**config.mk**
```make
export PLATFORM = sky130hd
export DESIGN_NAME = pkey_guard
export DESIGN_NICKNAME = d
export VERILOG_FILES = /design/src/rtl/pkey_guard_pkg.sv /design/src/rtl/pkey_rights_reg.sv /design/src/rtl/pkey_rule.sv /design/src/rtl/pkey_verdict_reg.sv /design/src/rtl/pkey_guard.sv
export SDC_FILE = /design/constraint.sdc
export NUM_CORES = 1
export LEC_CHECK = 0
export ABC_AREA = 1
export BUFFER_PORTS_ARGS = -buffer_cell sky130_fd_sc_hd__buf_2
export CAP_MARGIN = 10
export CORE_MARGIN = 5
export CORE_UTILIZATION = 25
export DETAILED_ROUTE_END_ITERATION = 10
export GPL_TIMING_DRIVEN = 0
export HOLD_SLACK_MARGIN = 0.15
export PLACE_DENSITY_LB_ADDON = 0.3
export SLEW_MARGIN = 30
export SYNTH_ARGS = -nofsm -noshare
export SYNTH_HDL_FRONTEND = slang
export SYNTH_HIERARCHICAL = 1
export SYNTH_SLANG_ARGS = --single-unit
```
**constraint.sdc**
```tcl
create_clock -name clk -period 1.41 [get_ports clk]
set_input_delay 0.141 -clock clk [delete_from_list [all_inputs] [get_ports clk]]
set_output_delay 0.141 -clock clk [all_outputs]
set_load 0.1 [all_outputs]
```
**src/rtl/pkey_guard_pkg.sv**
```systemverilog
package pkey_guard_pkg;
  localparam int KEY_BITS = 4;
  localparam int NUM_KEYS = 1 << KEY_BITS;
  localparam int RIGHTS_W = 2 * NUM_KEYS;

  typedef enum logic [1:0] {
    KIND_LOAD      = 2'b00,
    KIND_STORE     = 2'b01,
    KIND_FETCH     = 2'b10,
    KIND_FETCH_ALT = 2'b11
  } acc_kind_e;

  typedef enum logic [1:0] {
    CAUSE_NONE      = 2'b00,
    CAUSE_NO_ACCESS = 2'b01,
    CAUSE_NO_WRITE  = 2'b10,
    CAUSE_RSVD      = 2'b11
  } cause_e;
endpackage

```
**src/rtl/pkey_rights_reg.sv**
```systemverilog
module pkey_rights_reg #(
  parameter int WIDTH = 32
) (
  input  logic             clk,
  input  logic             rst,
  input  logic             we,
  input  logic [WIDTH-1:0] wdata,
  output logic [WIDTH-1:0] rights
);
  logic [WIDTH-1:0] rights_q;

  always_ff @(posedge clk) begin
    if (rst) rights_q <= '0;
    else if (we) rights_q <= wdata;
  end

  assign rights = rights_q;

  // a write shows up on the next cycle
  p_write_lands_r2: assert property (@(posedge clk) disable iff (rst)
    we |=> (rights == $past(wdata)));
  // without a write the value holds
  p_hold_r2: assert property (@(posedge clk) disable iff (rst)
    !we |=> $stable(rights));
endmodule

```
**src/rtl/pkey_rule.sv**
```systemverilog
module pkey_rule
  import pkey_guard_pkg::*;
#(
  parameter int KBITS = 4,
  localparam int NKEYS = 1 << KBITS,
  localparam int RW = 2 * NKEYS
) (
  input  logic [RW-1:0]    rights,
  input  logic [KBITS-1:0] key,
  input  logic [1:0]       kind,
  input  logic             mode64,
  output logic             allow,
  output logic [1:0]       cause
);
  logic [NKEYS-1:0] block_all;
  logic [NKEYS-1:0] block_wr;

  for (genvar k = 0; k < NKEYS; k++) begin : g_split
    assign block_all[k] = rights[2*k];
    assign block_wr[k]  = rights[2*k+1];
  end

  logic is_data;
  logic is_store;
  assign is_data  = (kind == KIND_LOAD) || (kind == KIND_STORE);
  assign is_store = (kind == KIND_STORE);

  always_comb begin
    allow = 1'b1;
    cause = CAUSE_NONE;
    if (mode64 && is_data) begin
      if (block_all[key]) begin
        allow = 1'b0;
        cause = CAUSE_NO_ACCESS;
      end else if (block_wr[key] && is_store) begin
        allow = 1'b0;
        cause = CAUSE_NO_WRITE;
      end
    end
  end
endmodule

```
**src/rtl/pkey_verdict_reg.sv**
```systemverilog
module pkey_verdict_reg (
  input  logic       clk,
  input  logic       rst,
  input  logic       in_valid,
  input  logic       in_allow,
  input  logic [1:0] in_cause,
  output logic       out_valid,
  output logic       out_allow,
  output logic [1:0] out_cause
);
  always_ff @(posedge clk) begin
    if (rst) begin
      out_valid <= 1'b0;
      out_allow <= 1'b1;
      out_cause <= 2'b00;
    end else begin
      out_valid <= in_valid;
      if (in_valid) begin
        out_allow <= in_allow;
        out_cause <= in_cause;
      end
    end
  end

  // one verdict per request, one cycle later
  p_valid_follows_r8: assert property (@(posedge clk) disable iff (rst)
    in_valid |=> out_valid);
  p_no_spurious_r8: assert property (@(posedge clk) disable iff (rst)
    !in_valid |=> !out_valid);
endmodule

```
**src/rtl/pkey_guard.sv**
```systemverilog
module pkey_guard
  import pkey_guard_pkg::*;
#(
  parameter int KBITS = KEY_BITS,
  localparam int NKEYS = 1 << KBITS,
  localparam int RW = 2 * NKEYS
) (
  input  logic             clk,
  input  logic             rst,
  input  logic             rights_we,
  input  logic [RW-1:0]    rights_wdata,
  output logic [RW-1:0]    rights_rdata,
  input  logic             req_valid,
  input  logic [KBITS-1:0] req_key,
  input  logic [1:0]       req_kind,
  input  logic             req_mode64,
  output logic             rsp_valid,
  output logic             rsp_allow,
  output logic [1:0]       rsp_cause
);
  logic       dec_allow;
  logic [1:0] dec_cause;

  pkey_rights_reg #(.WIDTH(RW)) u_rights (
    .clk(clk), .rst(rst), .we(rights_we), .wdata(rights_wdata),
    .rights(rights_rdata)
  );

  // The rule sees the register output, so a same-cycle write is not yet visible
  pkey_rule #(.KBITS(KBITS)) u_rule (
    .rights(rights_rdata), .key(req_key), .kind(req_kind),
    .mode64(req_mode64), .allow(dec_allow), .cause(dec_cause)
  );

  pkey_verdict_reg u_out (
    .clk(clk), .rst(rst), .in_valid(req_valid), .in_allow(dec_allow),
    .in_cause(dec_cause), .out_valid(rsp_valid), .out_allow(rsp_allow),
    .out_cause(rsp_cause)
  );

  // fetches never fault
  p_fetch_free_r6: assert property (@(posedge clk) disable iff (rst)
    (req_valid && req_kind[1]) |=> (rsp_allow && rsp_cause == 2'b00));
  // outside 64-bit mode nothing faults
  p_legacy_free_r7: assert property (@(posedge clk) disable iff (rst)
    (req_valid && !req_mode64) |=> rsp_allow);
  // access-block bit stops loads and stores
  p_block_all_r4: assert property (@(posedge clk) disable iff (rst)
    (req_valid && req_mode64 && !req_kind[1] && rights_rdata[2*req_key])
      |=> (!rsp_allow && rsp_cause == 2'b01));
  // write-block alone never stops a load
  p_load_passes_r5: assert property (@(posedge clk) disable iff (rst)
    (req_valid && req_kind == 2'b00 && !rights_rdata[2*req_key]) |=> rsp_allow);
  // allow and cause agree
  p_cause_agrees_r10: assert property (@(posedge clk) disable iff (rst)
    rsp_valid |-> (rsp_allow == (rsp_cause == 2'b00)));
endmodule

```
# Word-level counts from Yosys, hierarchy flattened
# Index checks and enable logic that the tools add are counted.
# Widths: inputs -> output; s select.
[word_totals]
regBits = 36
in_bits = 43
out_inout_bits = 36
[classes]
order_cmp = 1
eq_ne = 1
n_mux = 10
reduce_logical = 4
[ops]
columns = ["op", "count"]
rows = [
  ["$bmux 1 s4", 2],
  ["$mux 2", 3],
  ["$lt 4x5->1 const B", 1],
  ["$mux 1", 5],
  ["$eq 2x1->1 const B", 1],
  ["$logic_and 1x1->1", 2],
  ["$logic_not 2->1", 1],
  ["$logic_or 1x1->1", 1],
]

# Longest topological paths before layout
# Gate-level depths: netlist of run 1.
[depth]
ltp_word = 6
mapped_depth = 15

# By module
# The synthesis of run 1 kept the hierarchy.
[modules_own_cells]
columns = ["module", "n_inst", "cells_each", "area_each_um2", "seq_area_each_um2"]
rows = [
  ["pkey_rights_reg", 1, 203, 1338.8, 640.6],
  ["pkey_rule", 1, 105, 485.5, 0.0],
  ["pkey_verdict_reg", 1, 20, 141.4, 80.1],
]

# Least setup slack after synthesis of run 1
# OpenSTA, ideal clock, no wires.
[synth_path]
kind = "register to register"
start = "register u_rights.rights_q[24], in the netlist u_rights/rights[24]"
end = "register u_out.out_allow"
setup_ns = 0.124
arrival_time_ns = 1.670
required_ns = 1.286
slack_ns = -0.384
stages_incl_launch_ff = 12
period_less_slack_ns = 1.794
cell_sequence = "dfxtp_1 > inv_1 > nand2_2 > nand3_1 > nand3_1 > nand3_1 > nand2_1 > nand2_1 > nand2_1 > inv_1 > nand2_1 > nand3_1"
[synth_via]
elab_chain_cells = 4
[synth_rtl]
columns = ["item", "line_no", "rtl"]
rows = [
  ["start: declaration", "pkey_rights_reg.sv:10", "logic [WIDTH-1:0] rights_q;"],
  ["start signal: assignment", "pkey_rights_reg.sv:14", "else if (we) rights_q <= wdata;"],
  ["$bmux 1 s4", "pkey_rule.sv:32", "if (block_all[key]) begin"],
  ["$mux 1 (not written as such)", "pkey_rule.sv:32", ""],
  ["$mux 1", "pkey_rule.sv:32", ""],
  ["$mux 1", "pkey_rule.sv:31", "if (mode64 && is_data) begin"],
  ["named net dec_allow", "pkey_guard.sv:21", "logic dec_allow;"],
  ["end signal: assignment", "pkey_verdict_reg.sv:19", "out_allow <= in_allow;"],
  ["end: declaration", "pkey_verdict_reg.sv:8", "output logic out_allow,"],
]
# The timed path passes the listed nets, and every way through them passes these cells. The select of a mux whose other input is x is not followed.
# A chain may end at the register's enable or synchronous reset.

# Worst setup path after layout of run 1
[layout_path]
start = "input req_valid"
end = "register u_out.out_valid"
[layout_rtl]
columns = ["item", "line_no", "rtl"]
rows = [
  ["start: declaration", "pkey_guard.sv:13", "input logic req_valid,"],
  ["end signal: assignment", "pkey_verdict_reg.sv:17", "out_valid <= in_valid;"],
  ["end: declaration", "pkey_verdict_reg.sv:7", "output logic out_valid,"],
]
# No word-level cell between the ends.

==> summary.md, run 1 <==
| Metric | Value |
|---|---|
| Initial core utilization | `25.6%` |
| Final setup fails | `0` |
| Sink Count | `36` |
| Least-Margin Pin Slew | `510 ps` |
| DR vias/cell | `3.93` |
| Die Width | `98.7 um` |
| Fmax | `0.767 GHz` |
| CTS H-tree lvls | `2` |
| Clock Latency Late Sink | `290 ps` |
| I/O pins | `79` |
| Final Hold Fails | `0` |
| Worst rel slew slack | `66.3%` |
| Seq pwr share | `36.7%` |
| N_diodes | `0` |
| NetSw | `1.19 mW` |
| Die area | `9740 um^2` |
| Core area | `7690 um^2` |
| Root buf cell | `clkbuf_8` |
| Crit path time final | `1300 ps` |
| Post-route ant nets | `0` |
| Clock-pin slew on the worst setup and hold paths | `80 ps` |
| Final Instance Area | `3010 um^2` |
| Power share of the combinational group | `34.1%` |
| Final Max Slew Viols | `0` |
| Seq/Total Area, Yosys | `36.7%` |
| Sw Share | `38.7%` |
| CP max stage delay | `540 ps` |
| Max-cap violations | `0` |
| Initial antenna violation count | `0` |
| Unrepaired setup endpoints after global routing | `no` |
| First drt pass iteration count | `4` |
| Worst Reg-to-Reg Cells | `11` |
| CP most frequent cell | `dlygate4sd3_1` |
| Fin Setup TNS | `0 ps` |
| Post-Route WL | `5.73 mm` |
| Setup CP Type | `input port to register` |
| Synth Net Count | `371` |
| Crit Path Max Fanout | `6` |
| Fin util | `39.1%` |
| Syn_area_per_cell | `5.99 um^2` |
| CTS buffer count | `5` |
| Status | `completed` |
| Hold depth | `5` |
| Leakage Power | `1.71 nW` |
| #FFs+latches synth | `36` |
| Iter 0 DRT Violations | `50` |
| Total vias in the final route | `2147` |
| Power consumption | `3.07 mW` |
| Die H | `98.7 um` |
| Post-Syn Instances | `328` |
| GR Util All Layers | `11.8%` |
| CP endpoint kind | `register` |
| Placed instance area | `2570 um^2` |
| Part of the cycle the worst path needs | `92.4%` |
| Postcts setup bufs | `0` |
| CP required | `1580 ps` |
| Hold slack | `162 ps` |
| Fill cell count | `906` |
| First-pass GRT wire length | `9.36 mm` |
| Post-DR wirelength/cell | `10.5 um` |
| Placer congestion estimate | `0.816` |
| CP startpoint kind | `input port` |
| Clock Tree Buf Depth | `2` |
| Share of cells above drive strength 1 | `31.3%` |
| Worst-path cell chain | `dlygate4sd3_1, buf_2, inv_1, nor2_1, dlygate4sd3_1` |
| Largest net degree at the start of global routing | `12` |
| Cell area after synthesis | `1970 um^2` |
| Num rows | `32` |
| Nets@finish | `486` |
| Remaining DRCs | `0` |
| Yosys cell types | `13` |
| Grt ovf | `0` |
| CTS tree | `yes` |
| Fin Clk Skew | `9.47 ps` |
| Clock power share | `29.2%` |
| Internal | `1.88 mW` |
| Highest-delay cell along the critical path | `dlygate4sd3_1` |
| Hold/Removal Path Class | `input port to register` |
| CP arrival | `1470 ps` |
| Port Buffers | `75` |
| HPWL after DPL | `4.36 mm` |
| Yosys warns | `6` |
| Area Growth Syn to Fin | `53.1%` |
| Maximum VDD drop | `371 uV` |
| P per Cell Area | `1020 nW/um^2` |
| Vias in the first global route | `2042` |
[final cells by class]
class	count	area, um^2	area share [%]
repair buffers	108	706	23.5
clock buffers	6	72.6	2.41
well taps	102	128	4.24
multi-input cells	214	861	28.6
inverters	64	245	8.15
clock inverters	2	35.0	1.16
flip-flops and latches	36	821	27.3
plain buffers	14	141	4.70
[logic make-up (layout without fill, tap and decap cells)]
kind of cell	count (synthesis)	after routing	synth area share, %
AND/OR/NAND/NOR	214	214	43.7
buffers and inverters	78	194	19.7
flip-flops	36	36	36.7
[path summary, 6_finish.rpt]
path	startpoint	endpoint	slack, ps
setup / recovery	req_valid	u_out/out_valid	110
hold / removal	rights_wdata[31]	u_rights/rights[31]	160
setup reg to reg	u_rights/rights[2]	u_out/out_allow	200
hold reg to reg	u_out/out_allow	u_out/out_allow	460
[per-layer routing]
layer  track usage (%)  vias to the layer above  part of all wire, %
met1              13.9                      912                   45
li1                  -                     1170                    -
met2              20.9                       61                   48
met4              2.84                        0                 0.77
met5                 0                        -                    0
met3              3.82                        4                  6.4
[cells in the mapped netlist, drive strengths merged]
cell	number	area (um^2)
nand2	119	464
nor3b	1	7.51
nor2	71	267
buf	14	141
nand3	23	120
inv	64	245
dfxtp	36	721
[flip-flops by register name, indices dropped and copies added (netlist names)]
signal	cells
u_rights/rights	32
u_out/out_allow	1
u_out/out_cause	2
u_out/out_valid	1
[repair_timing]
action	in CTS	in global routing
hold endpoints to repair	32	0
resized for setup	0	1
hold buffers	33	0
setup endpoints to repair	0	1
[worst max-delay path: cells and delay by family]
family | cells | cell delay [ps]
buffers and inverters | 4 | 1290
and+or+nand+nor | 1 | 40
[placed cells by master, fill, tap and decap left out]
master         Yosys  layout
nand2_1          112     111
buf_2              4      79
nor2_1            71      71
inv_1             62      62
dlygate4sd3_1      0      33
dfxtp_4            0      24
nand3_1           22      22
buf_6              9       9
dfxtp_2            0       8
nand2_2            7       8
clkbuf_8           0       5
dfxtp_1           36       4
clkbuf_1           0       1
clkinv_2           0       1
bufinv_16          0       1
inv_6              1       1
inv_2              1       1
buf_12             1       1
nand3_2            1       1
nor3b_1            1       1
[metrics by stage]
step           std cells  worst slack, ps
2_1_floorplan        328             1.83
3_3_place_gp         505              100
3_5_place_dp         505             81.9
4_1_cts              546              126
5_1_grt              546             11.7
6_report             546              106
[power groups by stage]
| stage | combinational, mW | sequential, mW | clock (mW) |
|---|---|---|---|
| 2_1_floorplan | 0.285 | 1.65 | 0 |
| 3_5_place_dp | 0.986 | 1.15 | 0 |
| 3_3_place_gp | 0.981 | 1.15 | 0 |
| 5_1_grt | 1.13 | 1.14 | 0.964 |
| 6_report | 1.05 | 1.13 | 0.896 |
| 4_1_cts | 1.06 | 1.13 | 0.934 |
(Power assumes the default switching activity.)
==> inputs of run 2 (changes only) <==
==> constraint.sdc (replaced) <==
create_clock -name clk -period 1.41 [get_ports clk]
set_input_delay 0.2115 -clock clk [delete_from_list [all_inputs] [get_ports clk]]
set_output_delay 0.2115 -clock clk [all_outputs]
set_load 0.1 [all_outputs]
==> run 2 against run 1 <==
Clock power about the same. Cell count down 5.9%. Clock-buffer cell count unchanged. Power down 2.2%. First-iteration DRC count up 6.0%. Final area down 11%. Register-to-register slack about the same. Flip-flop and latch count unchanged. Die area unchanged. Utilization down 4.2 points. Worst hold slack better by 38 ps. Global-route usage down 0.41 points. Critical endpoint is now rights_rdata[31]. Largest cell class unchanged. Highest routed layer unchanged.
==> summary.md, run 2 (synthesis gave the netlist of run 1 again) <==
| Metric | Value |
|---|---|
| Hold/Removal Path Class | `input port to register` |
| Post-route ant nets | `0 (unchanged)` |
| FF/Latch Area | `821 um^2 (unchanged)` |
| Total vias in the final route | `2037 (-5.1%)` |
| Clock power share | `29.8% (+0.6 points)` |
| Vias in the first global route | `1974 (-3.3%)` |
| Port Buffers | `75 (unchanged)` |
| Worst rel slew slack | `66.3% (about the same)` |
| Die area | `9740 um^2 (unchanged)` |
| Status | `completed` |
| Setup CP Type | `register to output pin` |
| Commonest non-fill, non-tap cells in the layout | `111 x nand2_1, 79 x buf_2, 71 x nor2_1` |
| Largest net degree at the start of global routing | `12 (unchanged)` |
| First drt pass iteration count | `4 (unchanged)` |
| Highest-delay cell along the critical path | `buf_2` |
| HPWL after DPL | `4.36 mm (unchanged)` |
| Post-Route WL | `5.54 mm (-3.3%)` |
| Worst Reg-to-Reg Cells | `12 (+1)` |
| CTS buffer count | `5 (unchanged)` |
| Fmax | `0.783 GHz (+2.1%)` |
| Grt ovf | `0 (unchanged)` |
| Max-cap violations | `0 (unchanged)` |
| Final setup fails | `0 (unchanged)` |
| Die H | `98.7 um (unchanged)` |
| Seq pwr share | `37.5% (+0.8 points)` |
| Min-delay src | `rights_wdata[26]` |
| DR vias/cell | `3.96 (+0.78%)` |
| Least-Margin Pin Slew | `510 ps (-0.0987 ps)` |
| Crit path time final | `1280 ps (-26.7 ps)` |
| Initial core utilization | `25.6% (unchanged)` |
| Power share of the combinational group | `32.6% (-1.5 points)` |
| P per Cell Area | `1120 nW/um^2 (+9.5%)` |
| Met3 wire length | `379 um (+2.7%)` |
| Maximum VDD drop | `374 uV (+0.78%)` |
| Unrepaired setup endpoints after global routing | `no` |
| CP required | `1200 ps (-380 ps)` |
| Critical path's top delay family | `buffers and inverters` |
| WL met2 | `2.65 mm (-3.0%)` |
| Final Max Slew Viols | `0 (unchanged)` |
| Most common cell after layout, fill and taps aside | `nand2_1` |
| Sink Count | `36 (unchanged)` |
| Part of the cycle the worst path needs | `90.6% (-1.9 points)` |
| Clock-pin slew on the worst setup and hold paths | `80 ps (about the same)` |
| Area Growth Syn to Fin | `36.8%` |
| CP startpoint kind | `register` |
| Root buf cell | `clkbuf_8` |
| Core area | `7690 um^2 (unchanged)` |
| Leakage Power | `1.57 nW (-7.9%)` |
| CP endpoint kind | `output pin` |
| Fin Setup TNS | `0 ps (unchanged)` |
| Remaining DRCs | `0 (unchanged)` |
| Reg2reg end | `u_out/out_cause[1]` |
| Multi-input logic area | `861 um^2 (unchanged)` |
| Post-DR wirelength/cell | `10.8 um (+2.7%)` |
| NetSw | `1.18 mW (-0.86%)` |
| Clock Latency Late Sink | `290 ps (about the same)` |
| Initial antenna violation count | `0 (unchanged)` |
| Fill cell count | `942 (+4.0%)` |
| Num rows | `32 (unchanged)` |
| Sw Share | `39.2% (+0.53 points)` |
| DRT met1 WL | `2.46 mm (-4.5%)` |
| N_diodes | `0 (unchanged)` |
| Largest register FFs | `32 (unchanged)` |
| CTS H-tree lvls | `2 (unchanged)` |
| Nets@finish | `454 (-6.6%)` |
| Crit path buf inv count | `1 (-3)` |
| Die Width | `98.7 um (unchanged)` |
| First-pass GRT wire length | `8.96 mm (-4.2%)` |
| I/O pins | `79 (unchanged)` |
| Worst hold endpoint | `u_rights/rights[26]` |
| GR Util All Layers | `11.4% (-0.41 points)` |
| Top layer in use | `met4` |
| Internal | `1.83 mW (-3.0%)` |
| Fin Clk Skew | `9.63 ps (+0.159 ps)` |
| Clock Tree Buf Depth | `2 (unchanged)` |
| CP max stage delay | `430 ps (-110 ps)` |
| Placer congestion estimate | `0.816 (unchanged)` |
| Share of cells above drive strength 1 | `33.7% (+2.4 points)` |
| CTS tree | `yes` |
| Final Hold Fails | `0 (unchanged)` |
| Worst-path cell chain | `buf_2` |
| Iter 0 DRT Violations | `53 (+6.0%)` |
| CP arrival | `1070 ps (-400 ps)` |
| RR Startpoint | `u_rights/rights[5]` |
| Fin util | `35.0% (-4.2 points)` |
| Crit Path Max Fanout | `3 (-3)` |
| Setup slack, reg-to-reg | `210 ps (about the same)` |
| Hold depth | `5 (unchanged)` |
run 2: how the worst max path moves through the flow:
stage | from | endpoint | slack (ps) | cells past startpoint
2_1_floorplan | u_rights/rights[12] | u_out/out_allow | 2 | 11
6_report | u_rights/rights[31] | rights_rdata[31] | 130 | 1
4_1_cts | u_rights/rights[24] | rights_rdata[24] | 120 | 1
5_1_grt | u_rights/rights[19] | u_out/out_cause[1] | 9 | 12
3_3_place_gp | req_key[0] | u_out/out_cause[1] | 30 | 15
3_5_place_dp | req_key[0] | u_out/out_cause[1] | 10 | 15
run 2: power by group through the flow:
stage | combinational [mW] | sequential [mW] | clock (mW)
3_5_place_dp | 0.986 | 1.15 | 0
6_report | 0.981 | 1.13 | 0.897
5_1_grt | 1.05 | 1.14 | 0.967
4_1_cts | 0.991 | 1.13 | 0.934
3_3_place_gp | 0.981 | 1.15 | 0
2_1_floorplan | 0.285 | 1.65 | 0
run 2: timing repair:
item,4_1_cts,5_1_grt
hold endpoints to repair,1,0
hold buffers,1,0
setup endpoints to repair,0,1
buffers inserted,0,0
resized for setup,0,1
run 2: cell type report:
type                       instances  area share (%)
multi-input combinational        214            32.0
sequential                        36            30.5
timing repair buffer              76            14.3
inverter                          64            9.12
buffer                            14            5.26
tap                              102            4.75
clock buffer                       6            2.70
clock inverter                     2            1.30
run 2: stage by stage:
stage | std cells | total power [mW] | hold WS (ps) | worst slack (ps) | instance area, um^2
floorplan | 328 | 1.94 | 284 | 1.83 | 2070
global placement | 505 | 2.13 | 425 | 29.6 | 2570
detailed placement | 505 | 2.14 | 435 | 11.4 | 2570
CTS | 514 | 3.05 | 189 | 116 | 2690
global route | 514 | 3.16 | 204 | 9.00 | 2690
finish | 514 | 3.00 | 200 | 133 | 2690
run 2: routing by layer:
layer / GRT usage, % / vias up
met5: 0 / -
li1: - / 1106
met3: 3.96 / 4
met2: 20.2 / 60
met4: 2.84 / 0
met1: 13.2 / 867
==> inputs of run 3 (changes only) <==
--- a/config.mk
+++ b/config.mk
@@ -17,5 +17,4 @@
 export SLEW_MARGIN = 30
 export SYNTH_ARGS = -nofsm -noshare
 export SYNTH_HDL_FRONTEND = slang
-export SYNTH_HIERARCHICAL = 1
 export SYNTH_SLANG_ARGS = --single-unit
==> run 3 against run 2 <==
Flip-flop and latch count unchanged. Wire length decreased by 6.4%. Maximum frequency about the same. Highest routed layer unchanged.
==> summary.md, run 3 <==
| Metric | Value |
|---|---|
| Compound-Gate Fraction of Synth Area | `15.5% (+16 points)` |
| P per Cell Area | `1200 nW/um^2 (+7.6%)` |
| Setup WS pre-CTS | `48.3 ps (+36.9 ps)` |
| Worst Reg-to-Reg Cells | `11 (-1)` |
| Initial antenna violation count | `0 (unchanged)` |
| Setup crit end | `rights_rdata[20]` |
| Post-Route WL | `5.18 mm (-6.4%)` |
| Worst rel slew slack | `66.8% (+0.54 points)` |
| Least-Margin Pin Slew | `498 ps (-11.6 ps)` |
| GR Util All Layers | `12.6% (+1.1 points)` |
| Fill cell count | `728 (-23%)` |
| Post-synthesis xor/xnor area fraction | `0% (unchanged)` |
| Yosys cell types | `18 (+5)` |
| Reg2reg end | `u_out.out_allow` |
| Final setup fails | `0 (unchanged)` |
| Largest family of logic cells by synthesized area | `simple AND/OR/NAND/NOR gates` |
| Iter 0 DRT Violations | `52 (-1.9%)` |
| Clock power share | `27.8% (-2.0 points)` |
| RR Startpoint | `u_rights.rights[28]` |
| FF/Latch Area | `798 um^2 (-2.7%)` |
| Clock Latency Late Sink | `290 ps (about the same)` |
| Cell with the most instances after synthesis | `nand2_1` |
| Core area | `6390 um^2 (-17%)` |
| DR vias/cell | `4.34 (+9.5%)` |
| Synth cell count leaders | `47 x nand2_1, 37 x nor2_1, 36 x dfxtp_1` |
| CTS H-tree lvls | `2 (unchanged)` |
| Root buf cell | `clkbuf_8` |
| Max-cap violations | `0 (unchanged)` |
| Syn_area_per_cell | `6.97 um^2 (+16%)` |
| HPWL after DPL | `4.03 mm (-7.5%)` |
| CTS tree | `yes` |
| Maximum VDD drop | `464 uV (+24%)` |
| Placer congestion estimate | `0.846 (+3.6%)` |
| Fmax | `0.783 GHz (about the same)` |
| Mux cell area share after synthesis | `0% (unchanged)` |
| Crit Path Max Fanout | `3 (unchanged)` |
| Area contributors post-synth | `dfxtp_1 44%, a211oi_1 13%, nand2_1 11%, nor2_1 8.4%, inv_1 8.0%` |
| Die Width | `91.1 um (-7.7%)` |
| Worst-path cell chain | `buf_2` |
| Die H | `91.1 um (-7.7%)` |
| Internal | `1.66 mW (-9.1%)` |
| Seq pwr share | `40.2% (+2.7 points)` |
| Post-synth EDFFs | `0 (unchanged)` |
| Most common cell after layout, fill and taps aside | `buf_2` |
| Sw Share | `39.9% (+0.76 points)` |
| Cell area after synthesis | `1640 um^2 (-16%)` |
| Part of the cycle the worst path needs | `90.5% (about the same)` |
| Synth Net Count | `279 (-25%)` |
| First-pass GRT wire length | `8.52 mm (-4.9%)` |
| Post-route ant nets | `0 (unchanged)` |
| Async SR Flop Fraction | `0% (unchanged)` |
| NetSw | `1.10 mW (-6.2%)` |
| #FFs+latches synth | `36 (unchanged)` |
| Commonest non-fill, non-tap cells in the layout | `76 x buf_2, 47 x nand2_1, 37 x nor2_1` |
| Grt ovf | `0 (unchanged)` |
| CP required | `1200 ps (about the same)` |
| Largest net degree at the start of global routing | `11 (-1)` |
| Multi-input logic area | `711 um^2 (-17%)` |
| Num rows | `29 (-9.4%)` |
| Die area | `8300 um^2 (-15%)` |
| CP startpoint kind | `register` |
| Synth Area in Simple Gates | `27.4% (-16 points)` |
| Adder-Cell Fraction of Synth Area | `0% (unchanged)` |
| Status | `completed` |
| Hold/Removal Path Class | `input port to register` |
| Post-Syn Instances | `236 (-28%)` |
| CP arrival | `1070 ps (about the same)` |
| Postcts setup bufs | `0 (unchanged)` |
| Seq/Total Area, Yosys | `43.8% (+7.2 points)` |
| First drt pass iteration count | `4 (unchanged)` |
| CP endpoint kind | `output pin` |
| Setup slack, reg-to-reg | `190 ps (-20 ps)` |
| Fin Clk Skew | `7.14 ps (-2.49 ps)` |
| Yosys warns | `0 (-6)` |
| Port Buffers | `75 (unchanged)` |
| Highest-delay cell along the critical path | `buf_2` |
| Clock Tree Buf Depth | `2 (unchanged)` |
| Area Growth Syn to Fin | `39.8%` |
| Largest register FFs | `32 (unchanged)` |
| Power consumption | `2.76 mW (-8.0%)` |
| Fin Setup TNS | `0 ps (unchanged)` |
| Leakage Power | `1.12 nW (-29%)` |
| Initial core utilization | `25.7% (+0.17 points)` |
| Vias in the first global route | `1717 (-13%)` |
| Crit path time final | `1280 ps (-0.106 ps)` |
| Most common flop cell mapped by yosys | `dfxtp_1` |
| Crit path depth | `1 (unchanged)` |
| I/O pins | `79 (unchanged)` |
| Post-synth top area share | `43.8% (+7.2 points)` |
| CTS buffer count | `5 (unchanged)` |
| Unrepaired setup endpoints after global routing | `no` |
| Clock-pin slew on the worst setup and hold paths | `70 ps (about the same)` |
| Nets@finish | `362 (-20%)` |
| Post-DR wirelength/cell | `13.1 um (+21%)` |
| N_diodes | `0 (unchanged)` |
| Crit. Startpoint | `u_rights.rights[20]` |
| Sink Count | `36 (unchanged)` |
| CP max stage delay | `420 ps (about the same)` |
| Crit path buf inv count | `1 (unchanged)` |
| Setup CP Type | `register to output pin` |
| Final Hold Fails | `0 (unchanged)` |
| Power share of the combinational group | `32.0% (-0.6 points)` |
| Share of cells above drive strength 1 | `37.5% (+3.8 points)` |
| Critical path's top delay family | `buffers and inverters` |
| Slack of the critical path | `133 ps (+0.106 ps)` |
| Remaining DRCs | `0 (unchanged)` |
| Total vias in the final route | `1723 (-15%)` |
| Final Max Slew Viols | `0 (unchanged)` |
| Area leader, netlist | `dfxtp_1` |
-- run 3: area by class of cell --
cell class	instances	area share, %
tap	77	4.19
sequential	36	34.7
clock buffer	8	3.92
timing repair buffer	76	16.8
multi-input combinational	148	30.9
buffer	14	3.16
inverter	38	6.31
-- run 3: how the worst min path moves through the flow --
| stage | startpoint | to | cells after the start |
|---|---|---|---|
| finish | rights_wdata[19] | u_rights.rights[19] | 3 |
| global route | rights_wdata[30] | u_rights.rights[30] | 3 |
| CTS | rights_wdata[19] | u_rights.rights[19] | 3 |
| detailed placement | req_valid | u_out.out_allow | 3 |
| global placement | req_valid | u_out.out_allow | 3 |
| floorplan | req_valid | u_out.out_allow | 2 |
-- run 3: logic make-up (layout without fill, tap and decap cells) --
logic type | count (synthesis) | count (layout)
buf+inv | 52 | 136
compound gates | 37 | 37
simple gates | 111 | 111
flops | 36 | 36
-- run 3: metal layers --
metal / part of all wire (%) / global-route usage (%) / up-vias
met2: 45 / 19.7 / 50
met5: 0 / 0 / -
met4: 2.0 / 5.13 / 0
met3: 6.4 / 3.64 / 6
li1: - / - / 920
met1: 47 / 16.2 / 747
-- run 3: power by group through the flow --
stage / Clock (mW) / Combinational, mW / Sequential (mW)
6_report: 0.768 / 0.884 / 1.11
5_1_grt: 0.830 / 0.943 / 1.12
4_1_cts: 0.797 / 0.893 / 1.11
3_5_place_dp: 0 / 0.889 / 1.14
3_3_place_gp: 0 / 0.886 / 1.13
2_1_floorplan: 0 / 0.215 / 1.62
-- run 3: stage by stage --
| stage | std cells | util (%) | hold WS [ps] | area (um^2) |
|---|---|---|---|---|
| 6_report | 397 | 36.0 | 162 | 2300 |
| 3_5_place_dp | 388 | 34.3 | 445 | 2190 |
| 2_1_floorplan | 236 | - | 315 | 1720 |
| 3_3_place_gp | 388 | 34.3 | 441 | 2190 |
| 4_1_cts | 397 | 35.9 | 151 | 2290 |
| 5_1_grt | 397 | 36.0 | 162 | 2300 |
-- run 3: timing repair --
item,4_1_cts,5_1_grt
endpoints found under the setup margin,0,2
gates resized for setup,0,2
hold buffers,1,0
endpoints found under the hold margin,1,0
